### src/rtl/useq_pkg.sv
package useq_pkg;
   typedef enum logic [1:0] {
      SEL_INC   = 2'b00,
      SEL_START = 2'b01,
      SEL_EXT   = 2'b10,
      SEL_BADDR = 2'b11
   } nsel_e;

   typedef enum logic [2:0] {
      BC_ALWAYS = 3'b000,
      BC_FLAG0  = 3'b001,
      BC_FLAG1  = 3'b010,
      BC_CZERO  = 3'b011,
      BC_CNZ    = 3'b100,
      BC_NONE   = 3'b101
   } bcode_e;

   localparam int ADR_RESET = 0;
   localparam int ADR_FETCH = 100;
   localparam int ADR_EXC   = 400;
endpackage

### src/rtl/useq_store.sv
module useq_store
   import useq_pkg::*;
#(
   parameter int UA_W   = 10,
   parameter int CTRL_W = 12
) (
   input  logic [UA_W-1:0]   upc_i,
   output logic [CTRL_W-1:0] ctrl_o,
   output logic              last_o,
   output nsel_e             sel_o,
   output bcode_e            bc_o,
   output logic [UA_W-1:0]   baddr_o
);
   localparam logic [UA_W-1:0] FETCH = UA_W'(ADR_FETCH);

   // default word: no signals, step to the next address
   always_comb begin
      ctrl_o  = '0;
      last_o  = 1'b0;
      sel_o   = SEL_INC;
      bc_o    = BC_NONE;
      baddr_o = '0;
      case (upc_i)
         UA_W'(0):   begin sel_o = SEL_BADDR; bc_o = BC_ALWAYS; baddr_o = FETCH; end
         UA_W'(100): ctrl_o = CTRL_W'(12'h001);
         UA_W'(101): begin ctrl_o = CTRL_W'(12'h002); sel_o = SEL_BADDR; baddr_o = UA_W'(200); end
         UA_W'(102): begin ctrl_o = CTRL_W'(12'h004); sel_o = SEL_START; bc_o = BC_ALWAYS; end
         UA_W'(200): ctrl_o = CTRL_W'(12'h010);
         UA_W'(201): ctrl_o = CTRL_W'(12'h020);
         UA_W'(202): begin ctrl_o = CTRL_W'(12'h040); last_o = 1'b1;
                           sel_o = SEL_BADDR; bc_o = BC_ALWAYS; baddr_o = FETCH; end
         UA_W'(300): begin ctrl_o = CTRL_W'(12'h100); sel_o = SEL_BADDR; bc_o = BC_FLAG1;
                           baddr_o = UA_W'(310); end
         UA_W'(301), UA_W'(321), UA_W'(342), UA_W'(350), UA_W'(401):
                     begin last_o = 1'b1; sel_o = SEL_BADDR; bc_o = BC_ALWAYS; baddr_o = FETCH; end
         UA_W'(310): begin ctrl_o = CTRL_W'(12'h200); last_o = 1'b1;
                           sel_o = SEL_BADDR; bc_o = BC_ALWAYS; baddr_o = FETCH; end
         UA_W'(320): begin ctrl_o = CTRL_W'(12'h400); sel_o = SEL_BADDR; bc_o = BC_CNZ;
                           baddr_o = UA_W'(320); end
         UA_W'(340): begin sel_o = SEL_BADDR; bc_o = BC_FLAG0; baddr_o = UA_W'(350); end
         UA_W'(341): begin sel_o = SEL_BADDR; bc_o = BC_CZERO; baddr_o = UA_W'(350); end
         UA_W'(360): begin sel_o = SEL_EXT; bc_o = BC_ALWAYS; end
         UA_W'(400): ctrl_o = CTRL_W'(12'h800);
         default: ;
      endcase
   end
endmodule

### src/rtl/useq_startmap.sv
module useq_startmap
   import useq_pkg::*;
#(
   parameter int OP_W = 5,
   parameter int UA_W = 10
) (
   input  logic [OP_W-1:0] opcode_i,
   output logic [UA_W-1:0] start_o
);
   always_comb begin
      case (opcode_i)
         OP_W'(1): start_o = UA_W'(200);
         OP_W'(2): start_o = UA_W'(300);
         OP_W'(3): start_o = UA_W'(320);
         OP_W'(4): start_o = UA_W'(340);
         OP_W'(5): start_o = UA_W'(360);
         default:  start_o = UA_W'(ADR_FETCH);
      endcase
   end
endmodule

### src/rtl/useq_next.sv
module useq_next
   import useq_pkg::*;
#(
   parameter int UA_W = 10
) (
   input  logic [UA_W-1:0] upc_i,
   input  logic            rst_i,
   input  logic            exc_i,
   input  logic            cond_i,
   input  logic            czero_i,
   input  nsel_e           sel_i,
   input  bcode_e          bc_i,
   input  logic [UA_W-1:0] baddr_i,
   input  logic [UA_W-1:0] start_i,
   output logic [UA_W-1:0] next_o
);
   logic [UA_W-1:0] inc, ext, mux;
   logic            take;

   assign inc = upc_i + UA_W'(1);
   // 2-to-1 external vector, reset side wins
   assign ext = rst_i ? UA_W'(ADR_RESET) : (exc_i ? UA_W'(ADR_EXC) : UA_W'(ADR_RESET));

   always_comb begin
      case (bc_i)
         BC_ALWAYS: take = 1'b1;
         BC_FLAG0:  take = ~cond_i;
         BC_FLAG1:  take = cond_i;
         BC_CZERO:  take = czero_i;
         BC_CNZ:    take = ~czero_i;
         default:   take = 1'b0;
      endcase
      case (sel_i)
         SEL_INC:   mux = inc;
         SEL_START: mux = start_i;
         SEL_EXT:   mux = ext;
         default:   mux = baddr_i;
      endcase
      if (rst_i || exc_i) next_o = ext;
      else if (take)      next_o = mux;
      else                next_o = inc;
   end
endmodule

### src/rtl/useq_sequencer.sv
module useq_sequencer
   import useq_pkg::*;
#(
   parameter int UA_W   = 10,
   parameter int OP_W   = 5,
   parameter int CTRL_W = 12
) (
   input  logic              clk_i,
   input  logic              rst_i,
   input  logic              exc_i,
   input  logic [OP_W-1:0]   opcode_i,
   input  logic              cond_i,
   input  logic              czero_i,
   output logic [CTRL_W-1:0] ctrl_o,
   output logic              last_o,
   output logic [UA_W-1:0]   uaddr_o
);
   localparam int MAX_ADR = (1 << UA_W) - 1;

   generate
      if (MAX_ADR < ADR_EXC + 1) begin : g_bad_ua
         $error("useq_sequencer: UA_W too small for the vector map");
      end
      if (CTRL_W < 12) begin : g_bad_ctrl
         $error("useq_sequencer: CTRL_W must be at least 12");
      end
      if (OP_W < 3) begin : g_bad_op
         $error("useq_sequencer: OP_W must be at least 3");
      end
   endgenerate

   logic [UA_W-1:0] upc_q, upc_d, start, baddr;
   nsel_e           sel;
   bcode_e          bc;

   useq_store #(.UA_W(UA_W), .CTRL_W(CTRL_W)) u_store (
      .upc_i(upc_q), .ctrl_o(ctrl_o), .last_o(last_o),
      .sel_o(sel), .bc_o(bc), .baddr_o(baddr)
   );

   useq_startmap #(.OP_W(OP_W), .UA_W(UA_W)) u_map (
      .opcode_i(opcode_i), .start_o(start)
   );

   useq_next #(.UA_W(UA_W)) u_next (
      .upc_i(upc_q), .rst_i(rst_i), .exc_i(exc_i), .cond_i(cond_i),
      .czero_i(czero_i), .sel_i(sel), .bc_i(bc), .baddr_i(baddr),
      .start_i(start), .next_o(upc_d)
   );

   always_ff @(posedge clk_i) begin
      if (rst_i) upc_q <= UA_W'(ADR_RESET);
      else       upc_q <= upc_d;
   end

   assign uaddr_o = upc_q;

   // reset edge always lands on address 0
   p_reset_vec_r1: assert property (@(posedge clk_i)
      rst_i |=> (upc_q == UA_W'(ADR_RESET)));

   // exception forces the 400 vector
   p_exc_vec_r8: assert property (@(posedge clk_i) disable iff (rst_i)
      exc_i |=> (upc_q == UA_W'(ADR_EXC)));

   // a never-branch word advances by one
   p_nobranch_inc_r2: assert property (@(posedge clk_i) disable iff (rst_i)
      (!exc_i && bc == BC_NONE) |=> (upc_q == $past(upc_q) + UA_W'(1)));

   // last fetch step lands on the mapped start address
   p_start_jump_r3: assert property (@(posedge clk_i) disable iff (rst_i)
      (!exc_i && upc_q == UA_W'(102)) |=> (upc_q == $past(start)));

   // an end-marked word returns to fetch
   p_last_return_r10: assert property (@(posedge clk_i) disable iff (rst_i)
      (!exc_i && last_o) |=> (upc_q == UA_W'(ADR_FETCH)));
endmodule

### config.mk
export PLATFORM = sky130hd
export DESIGN_NAME = useq_sequencer
export DESIGN_NICKNAME = d
export VERILOG_FILES = /design/src/rtl/useq_pkg.sv /design/src/rtl/useq_store.sv /design/src/rtl/useq_startmap.sv /design/src/rtl/useq_next.sv /design/src/rtl/useq_sequencer.sv
export SDC_FILE = /design/constraint.sdc
export NUM_CORES = 1
export LEC_CHECK = 0
export ABC_AREA = 1
export BUFFER_PORTS_ARGS = -buffer_cell sky130_fd_sc_hd__buf_2
export CORE_UTILIZATION = 35
export CTS_BUF_LIST = sky130_fd_sc_hd__clkbuf_16
export DETAILED_ROUTE_END_ITERATION = 12
export GPL_ROUTABILITY_DRIVEN = 0
export HOLD_SLACK_MARGIN = 0.06
export MAX_ROUTING_LAYER = met4
export SYNTH_ARGS = -nofsm -noshare
export SYNTH_HDL_FRONTEND = slang
export SYNTH_SLANG_ARGS = --single-unit
### constraint.sdc
create_clock -name clk_i -period 3.53 [get_ports clk_i]
set_clock_uncertainty 0.05 [all_clocks]
set_input_delay 0.353 -clock clk_i [delete_from_list [all_inputs] [get_ports clk_i]]
set_output_delay 0.353 -clock clk_i [all_outputs]
set_load 0.02 [all_outputs]
==> results of run 1 <==
[metal layers]
metal	track usage, %	wire length [microns]	up-vias
met4	7.337	53	0
met1	28.63	1874	711
li1	-	-	807
met5	-	0	-
met3	1.761	258	6
met2	31.64	1789	59
[where the power goes]
| part | leakage [nW] | switching (W) | internal, W |
|---|---|---|---|
| Combinational | 0.786 | 0.000118 | 0.0000571 |
| Sequential | 0.0820 | 0.0000159 | 0.000121 |
| Clock | 0.0370 | 0.0000477 | 0.000146 |
[cells by family (layout without fill, tap and decap cells)]
group	after synthesis	count (layout)	synth area share, %
buffers and inverters	45	73	13.32
adder cells (fa/ha/maj)	4	4	3.601
other	1	2	0.2698
XOR/XNOR	7	7	4.411
AND/OR/NAND/NOR	149	149	55.00
AO/OA/AOI/OAI	20	20	9.001
flip-flops	10	10	14.40
[layout make-up]
cell class / instances / area [sq um]
inverter: 40 / 150.1
fill: 419 / 2100
clock buffer: 3 / 75.07
sequential: 10 / 200.2
tap: 48 / 60.06
multi-input combinational: 182 / 1008
timing repair buffer: 30 / 150.1
[layout by cell type (no fill, tap or decap)]
cell type and count:
nand3_4 1, nand2_1 38, nand4_1 9, dfxtp_1 10, nand3_1 25, o21ai_0 2, o31ai_1 1, nor4_1 3
a21boi_1 2, buf_2 30, inv_2 10, nor2_2 10, a21oi_2 1, a21oi_1 9, xor2_1 7, nand3b_1 2
clkinv_1 1, nand3_2 3, and3_1 1, nor3_1 5, o21ai_4 1, ha_1 4, o21bai_1 1, nand2_4 2
nor2_1 36, conb_1 2, o21ai_1 3, nand2_2 10, nor2_4 4, clkbuf_16 3, inv_1 29
[through the flow]
stage | hold slack (ns) | cell area, sq um | setup slack [ns]
2_1_floorplan | 0.3654 | 1394 | 1.447
5_1_grt | 0.2913 | 1644 | 1.049
6_report | 0.2805 | 1644 | 1.255
4_1_cts | 0.2766 | 1644 | 1.262
3_3_place_gp | 0.4597 | 1569 | 1.315
3_5_place_dp | 0.4728 | 1569 | 1.308
[worst paths after layout]
kind                 to  startpoint  slack, ns  cells past startpoint
max          uaddr_o[5]  uaddr_o[0]       1.26                     12
min          uaddr_o[8]       rst_i       0.28                      2
max reg2reg  uaddr_o[5]  uaddr_o[0]       1.26                     12
min reg2reg  uaddr_o[0]  uaddr_o[0]       0.52                      1
==> flow_summary.toml, run 1 <==
[status]
status = "complete, no violations"

[logic_synthesis]
synthMostInstantiatedCell = "nand2_1"
synth_area_per_cell_sq_um = 5.890
async_flop_share_pct = 0
ys_seq_elements = 10
synth_top_area_cell = "dfxtp_1"
synthCells = 236
syn_area_sq_um = 1390
synthTopCellsByCount = "nand2_1 (38), nor2_1 (36), inv_1 (29)"
synth_top_area_share_pct = 14.40
synth_flop_cell = "dfxtp_1"
synth_area_leaders = "dfxtp_1 (14%), nand2_1 (10%), nor2_1 (9.7%), nand3_1 (9.0%), inv_1 (7.8%)"
ys_types = 31
yosysWarnings = 0
synth_edf_count = 0
yosysSeqAreaShare_pct = 14.40

[pwr]
p_leak_nw = 0.9050
powerDensity_nw_per_um2 = 307.8
total_power_w = 0.0005061
ir_worst_vdd_v = 0.0003613

[critical_path]
path_max_fanout = 9
crit_family = "simple AND/OR/NAND/NOR gates"
path_buf_inv = 3
crit_chain = "inv_1, ha_1, inv_1, nor2_1, o21ai_4, nand2_1, nor2_2, nand3_4, nand2_4, inv_2, o21ai_1, nor2_2"
cp-start-kind = "register"
critPathRequiredTime_ns = 3.60
cp_slowest_cell = "dfxtp_1"
arrival_ns = 2.35
worst-setup-path-type = "register to register"
max_stage_delay_ns = 0.42
end_kind = "register"

[route]
wl_per_cell_microns = 12.70
drt_pass1_iterations = 5
drt-initial-drc-count = 138
drcViolationCount = 0
vias = 1583
avgViaCountPerCell = 5.058
ant_nets = 0
totalWireLength_microns = 3976

[timing]
setup_viol = 0
rsz0062_at_grt = "false"
fmax_mhz = 439.7
worstMarginPinSlew_ns = 0.5634
hold_viol = 0
fin_crit_sh_pct = 64.43
tns_ns = 0
fin_crit_ns = 2.275
slew_viol_final = 0
slew-limit-headroom_pct = 62.09

[global_route]
antenna_found_initial = 0
gr-total-overflow = 0
grt_pass1_wl_microns = 6610
track_usage_pct = 20.80
grt_max_degree = 11
grt_pass1_vias = 1407

[run]
cap_viol_max_count = 0

[finish]
final_nets = 281
antenna_cells = 0
layout-area-overhead-vs-synth_pct = 18.27
post-route-util_pct = 43.92
drive_gt1_share_pct = 28.30
largest_reg_flops = 10
final-instance-count-excl-fill = 313

[die]
num_rows = 22
die-area_sq_um = 4228
start_util_pct = 37.13
die_h_microns = 65.02
die_w_microns = 65.02
coreArea_sq_um = 3744
io_pins = 33

[clock_tree]
cts-root-buf = "clkbuf_16"
cts_max_level = 1
cts_tree = "yes"
cts_setup_buffers = 0
cts_resized = 0
cts_num_sinks = 10
cts_made_buffers = 3
ctsHoldBuffers = 0
path_clk_slew_ns = 0.04
cts_buffer_depth = 2
clkLatencyLatePin_ns = 0.23

[placed_design]
hpwlAfterDp_microns = 3201
dp.cells = 310
portBuffers = 30

[min_path]
hold_class = "input port to register"
Note: power is estimated with default switching activity, not from simulation.
==> run 2: changes to the inputs <==
--- a/config.mk
+++ b/config.mk
@@ -5,7 +5,7 @@
 export SDC_FILE = /design/constraint.sdc
 export NUM_CORES = 1
 export LEC_CHECK = 0
-export ABC_AREA = 1
+export ABC_AREA = 0
 export BUFFER_PORTS_ARGS = -buffer_cell sky130_fd_sc_hd__buf_2
 export CORE_UTILIZATION = 35
 export CTS_BUF_LIST = sky130_fd_sc_hd__clkbuf_16
==> constraint.sdc (replaced) <==
create_clock -name clk_i -period 2.3 [get_ports clk_i]
set_clock_uncertainty 0.05 [all_clocks]
set_input_delay 0.23 -clock clk_i [delete_from_list [all_inputs] [get_ports clk_i]]
set_output_delay 0.23 -clock clk_i [all_outputs]
set_load 0.02 [all_outputs]
==> run 2 against run 1 <==
  * Worst setup slack lost 1.3 ns
  * Synthesized cell count shrank 29%
  * Critical path depth shrank 5
  * Sequential share of layout area shrank 1.0 points
  * First-iteration DRC count grew 3.6%
  * Clock-buffer cell count is the same
  * Synthesized area shrank 9.0%
  * Critical endpoint is now uaddr_o[3]
  * Largest power group is now combinational cells
  * Worst hold slack lost 0.12 ns
  * Non-clock buffer count grew 37
  * Design area grew 14%
  * Final cell count shrank 12%
==> flow_summary.toml, run 2 <==
[placed_design]
portBuffers = 30
hpwlAfterDp_microns = 3452

[route]
drt-initial-drc-count = 143
avgViaCountPerCell = 5.825
ant_nets = 0
totalWireLength_microns = 4540
drcViolationCount = 0
vias = 1596
wl_per_cell_microns = 16.57
drt_pass1_iterations = 5

[critical_path]
cp-start-kind = "register"
max_stage_delay_ns = 0.45
path_max_fanout = 6
worst-setup-path-type = "register to register"
rr_startpoint = "uaddr_o[6]"
end_kind = "register"
arrival_ns = 2.38
critPathRequiredTime_ns = 2.38
rrSetupSlack_ns = 0.005
crit_chain = "buf_4, nand3b_4, a2111o_1, a222oi_1, a21oi_2, o41a_1, a22o_1"
reg2reg_to = "uaddr_o[3]"
ff2ff_path_depth = 7
cp_slowest_cell = "a222oi_1"

[clock_tree]
cts-root-buf = "clkbuf_16"
cts_tree = "yes"
clkLatencyLatePin_ns = 0.24
cts_buffer_depth = 2
cts_max_level = 1
cts_made_buffers = 3
cts_num_sinks = 10
path_clk_slew_ns = 0.04

[finish]
final_nets = 243
ff_latch_area_sq_um = 209.0
multiInputGateArea_sq_um = 1074
final_common_cell = "buf_4"
final_cell_mix = "buf_4 (37), buf_2 (30), nor2_1 (18), nand2_1 (12), nor3_1 (10)"
largest_reg_flops = 10
drive_gt1_share_pct = 42.98
n_fill_cell = 322
antenna_cells = 0
layout-area-overhead-vs-synth_pct = 47.87

[pwr]
total_power_w = 0.0009652
powerDensity_nw_per_um2 = 516.0
p_sw_w = 0.0003478
switching_share_pct = 36.04
p_comb_share_pct = 43.8
seqPwrFrac_pct = 23.0
p_leak_nw = 0.8225
pwr-share-clk_pct = 33.3
internal_power_w = 0.0006173
ir_worst_vdd_v = 0.0002463

[logic_synthesis]
synthMostInstantiatedCell = "nor2_1"
synth.area.mux_share_pct = 0.7913
synthAdderAreaFrac_pct = 3.956
synth_top_area_cell = "dfxtp_1"
synthSimpleGateAreaFrac_pct = 43.13
synth_area_per_cell_sq_um = 7.530
synthCells = 168
synth_flop_cell = "dfxtp_1"
synth_top_area_share_pct = 15.83
synth_edf_count = 0
yosysSeqAreaShare_pct = 15.83
synth_compound_area_share_pct = 21.96
synth_area_leaders = "dfxtp_1 (16%), nor2_1 (5.3%), xnor2_1 (4.8%), nor3_1 (4.7%), ha_1 (4.0%)"
async_flop_share_pct = 0
synthTopCellsByCount = "nor2_1 (18), nand2_1 (13), nor3_1 (12)"
syn_area_sq_um = 1265
yosysWarnings = 0
synth_xor_area_share_pct = 6.231
ys_types = 56
synth_top_family_by_area = "simple AND/OR/NAND/NOR gates"
ys_seq_elements = 10

[timing]
rsz0062_at_grt = "true"
hold_viol = 0
fin_crit_sh_pct = 99.79
slew_viol_final = 0
setup_viol = 0
hold_slack_ns = 0.1563
fmax_mhz = 435.7
tns_ns = 0
fin_crit_ns = 2.295

[global_route]
grt_pass1_wl_microns = 7265
grt_max_degree = 11
grt_pass1_vias = 1600
antenna_found_initial = 0
gr-total-overflow = 0
track_usage_pct = 24.21

[status]
status = "complete, no violations"

[die]
die-area_sq_um = 3859
die_h_microns = 62.12
io_pins = 33
start_util_pct = 37.32
coreArea_sq_um = 3390
die_w_microns = 62.12
num_rows = 21

[run]
cap_viol_max_count = 0

[min_path]
hold_end = "uaddr_o[4]"
hold_class = "input port to register"
hold_depth = 2
hp-start = "rst_i"
run 2: area by class of cell:
cell class	count	share of cell area, %
inverters	5	1.271
repair buffers	67	22.88
clock buffers	3	4.013
flip-flops and latches	10	11.17
multi-input cells	142	57.39
well taps	46	3.077
clock inverters	1	0.2007
run 2: worst max-delay path, delay by kind of cell, from the launching register on:
family / cells / cell delay, ns
buffers and inverters: 1 / 0.15
AND/OR/NAND/NOR: 1 / 0.08
flip-flops: 1 / 0.40
AO/OA/AOI/OAI: 5 / 1.50
run 2: logic make-up after synthesis:
| kind of cell | after synthesis |
|---|---|
| fa+ha+maj | 4 |
| buf+inv | 17 |
| xor+xnor | 9 |
| compound gates | 36 |
| simple gates | 90 |
| other cells | 1 |
| flops | 10 |
| mux | 1 |
run 2: layer usage:
layer / global-route usage [%] / vias up / share of wire [%]
met5: - / - / 0
met4: 11.05 / 0 / 3.7
met3: 3.676 / 18 / 6.5
met2: 41.35 / 78 / 50
met1: 27.77 / 753 / 40
li1: - / 747 / -
run 2: power groups by stage:
| stage | logic (W) | clock network (W) | registers (W) |
|---|---|---|---|
| 6_report | 0.000423 | 0.000321 | 0.000222 |
| 5_1_grt | 0.000458 | 0.000333 | 0.000223 |
| 4_1_cts | 0.000391 | 0.000322 | 0.000218 |
| 3_5_place_dp | 0.000366 | 0 | 0.000215 |
| 3_3_place_gp | 0.000359 | 0 | 0.000215 |
| 2_1_floorplan | 0.000212 | 0 | 0.000226 |
run 2: how the worst max path moves through the flow:
stage                      end  slack [ns]       start  depth (start not counted)
floorplan           uaddr_o[3]     0.00008  uaddr_o[6]                          7
global route        uaddr_o[3]       -0.11  uaddr_o[0]                          8
detailed placement  uaddr_o[3]       -0.08  uaddr_o[0]                          8
CTS                 uaddr_o[3]       -0.01  uaddr_o[0]                          8
finish              uaddr_o[3]       0.005  uaddr_o[6]                          7
global placement    uaddr_o[3]       0.008  uaddr_o[0]                          8
run 2: stage by stage:
step / util [%] / cell area (sq um) / worst slack (ns) / cells
6_report: 55.19 / 1871 / 0.004845 / 274
5_1_grt: 55.19 / 1871 / -0.1098 / 274
4_1_cts: 52.75 / 1788 / -0.01257 / 271
3_5_place_dp: 48.65 / 1649 / -0.07855 / 266
3_3_place_gp: 48.65 / 1649 / 0.008059 / 266
2_1_floorplan: - / 1274 / 0.00007705 / 169
run 2: timing repair:
item | in CTS | in global routing
setup buffers | 1 | 3
pin swaps | 3 | 6
gates cloned | 0 | 0
hold buffers | 0 | 0
resized for setup | 8 | 16
endpoints found under the setup margin | 3 | 11
==> run 3: changes to the inputs <==
--- a/config.mk
+++ b/config.mk
@@ -7,12 +7,14 @@
 export LEC_CHECK = 0
 export ABC_AREA = 0
 export BUFFER_PORTS_ARGS = -buffer_cell sky130_fd_sc_hd__buf_2
-export CORE_UTILIZATION = 35
+export CORE_MARGIN = 4
+export CORE_UTILIZATION = 50
 export CTS_BUF_LIST = sky130_fd_sc_hd__clkbuf_16
 export DETAILED_ROUTE_END_ITERATION = 12
 export GPL_ROUTABILITY_DRIVEN = 0
 export HOLD_SLACK_MARGIN = 0.06
 export MAX_ROUTING_LAYER = met4
+export PLACE_DENSITY = 0.76
 export SYNTH_ARGS = -nofsm -noshare
 export SYNTH_HDL_FRONTEND = slang
 export SYNTH_SLANG_ARGS = --single-unit
==> run 3 against run 2 <==
  * The flow now finishes with violations (setup timing)
  * First-iteration DRC count is the same
  * Non-clock buffer count shrank 9
  * Combinational power shrank 5.9%
  * Flip-flop and latch count is the same
  * Clock-buffer cell count is the same
  * Critical endpoint unchanged
  * Largest power group unchanged
==> flow_summary.toml, run 3 (synthesis results as in run 2) <==
[finish]
final_cell_mix = "buf_2 (30), buf_4 (27), nor2_1 (16), nand2_1 (12), nor3_1 (11)"
layout-area-overhead-vs-synth_pct = 43.13
final_nets = 234
multiInputGateArea_sq_um = 1095
largest_reg_flops = 10
n_fill_cell = 153
final-instance-count-excl-fill = 248
post-route-util_pct = 78.09
ff_latch_area_sq_um = 211.5
final_common_cell = "buf_2"
drive_gt1_share_pct = 43.84

[die]
die_w_microns = 58.30
die-area_sq_um = 3399
coreArea_sq_um = 2318
die_h_microns = 58.30
start_util_pct = 54.56
num_rows = 17
io_pins = 33

[pwr]
powerDensity_nw_per_um2 = 520.4
ir_worst_vdd_v = 0.0006082
p_leak_nw = 0.7866

[critical_path]
rr_startpoint = "uaddr_o[1]"
rrSetupSlack_ns = -0.01
path_max_fanout = 4
arrival_ns = 2.40
ff2ff_path_depth = 8
cp-start-kind = "register"
cp-endpoint = "uaddr_o[3]"
startpoint = "uaddr_o[1]"
end_kind = "register"
reg2reg_to = "uaddr_o[3]"
worst-setup-path-type = "register to register"
critPathRequiredTime_ns = 2.38

[global_route]
grt_pass1_wl_microns = 6762
grt_pass1_vias = 1463
track_usage_pct = 26.90
antenna_found_initial = 0
gr-total-overflow = 0
grt_max_degree = 13

[route]
drt_pass1_iterations = 5
drcViolationCount = 0
avgViaCountPerCell = 6.524
drt-initial-drc-count = 143
ant_nets = 0
totalWireLength_microns = 4583
vias = 1618
wl_per_cell_microns = 18.48

[run]
cap_viol_max_count = 0

[clock_tree]
cts_made_buffers = 3
cts-root-buf = "clkbuf_16"
cts_buffer_depth = 2
cts_tree = "yes"
cts_max_level = 1
ctsHoldBuffers = 0
path_clk_slew_ns = 0.04
clkLatencyLatePin_ns = 0.24
cts_num_sinks = 10

[timing]
fin_crit_ns = 2.313
worst_slack_ns = -0.01324
tns_ns = -0.01324
setup_viol = 1
hold_slack_ns = 0.1502
fin_crit_sh_pct = 100.6
fmax_mhz = 432.3
slew-limit-headroom_pct = 61.65
worstMarginPinSlew_ns = 0.5699
slew_viol_final = 0
hold_viol = 0
rsz0062_at_grt = "true"

[placed_design]
dp.cells = 240
hpwlAfterDp_microns = 3331
place_ws_ns = -0.05610
portBuffers = 30

[status]
status = "complete, but fails checks"
violations = "setup timing"

[min_path]
hold_class = "input port to register"
[run 3: cell count changes in the layout (fill, tap and decap cells not counted), sizes merged]
cell	previous run	this run
diode	0	1
buf	67	58
[run 3: layout make-up]
class                      count  share of cell area (%)
sequential                    10                   11.68
antenna                        1                  0.1382
multi-input combinational    142                   60.47
inverter                       5                   1.313
clock inverter                 1                  0.2073
timing repair buffer          58                   20.11
tap                           28                   1.935
clock buffer                   3                   4.147
[run 3: worst min path at each step]
stage / start / endpoint / slack [ns] / depth (start not counted)
floorplan: rst_i / uaddr_o[7] / 0.25 / 1
global route: rst_i / uaddr_o[7] / 0.15 / 2
finish: rst_i / uaddr_o[7] / 0.15 / 2
global placement: rst_i / uaddr_o[7] / 0.40 / 2
CTS: rst_i / uaddr_o[7] / 0.15 / 2
detailed placement: rst_i / uaddr_o[7] / 0.40 / 2
[run 3: stage by stage]
step	power [W]	cell area, sq um
6_report	0.0009421	1810
5_1_grt	0.0009824	1808
4_1_cts	0.0008772	1685
3_5_place_dp	0.0005464	1567
3_3_place_gp	0.0005372	1567
2_1_floorplan	0.0004387	1274
[run 3: layer usage]
metal,up-vias,track usage (%),part of all wire (%)
met5,-,-,0
met4,0,18.87,6.6
met3,40,7.018,10
met2,119,41.31,46
met1,734,30.16,37
li1,725,-,-
[run 3: timing repair]
| action | 4_1_cts | 5_1_grt |
|---|---|---|
| endpoints found under the setup margin | 7 | 10 |
| cloned | 0 | 0 |
| resized for setup | 10 | 23 |
| hold endpoints to repair | 0 | 0 |
| pin swaps | 2 | 6 |
| setup buffers | 1 | 2 |
[run 3: worst max-delay path, cell delays in order, from the launching register on]
cell and delay (ns):
dfxtp_2 0.33, inv_4 0.08, ha_4 0.16, inv_2 0.05, a2111o_1 0.41, a222oi_1 0.43
a21oi_1 0.13, o41a_1 0.34, a22o_1 0.23
[run 3: where the power goes]
part / internal, W / switching, W
sequential: 0.000192 / 0.0000391
clock: 0.000228 / 0.0000851
combinational: 0.000179 / 0.000218
total: 0.000600 / 0.000343
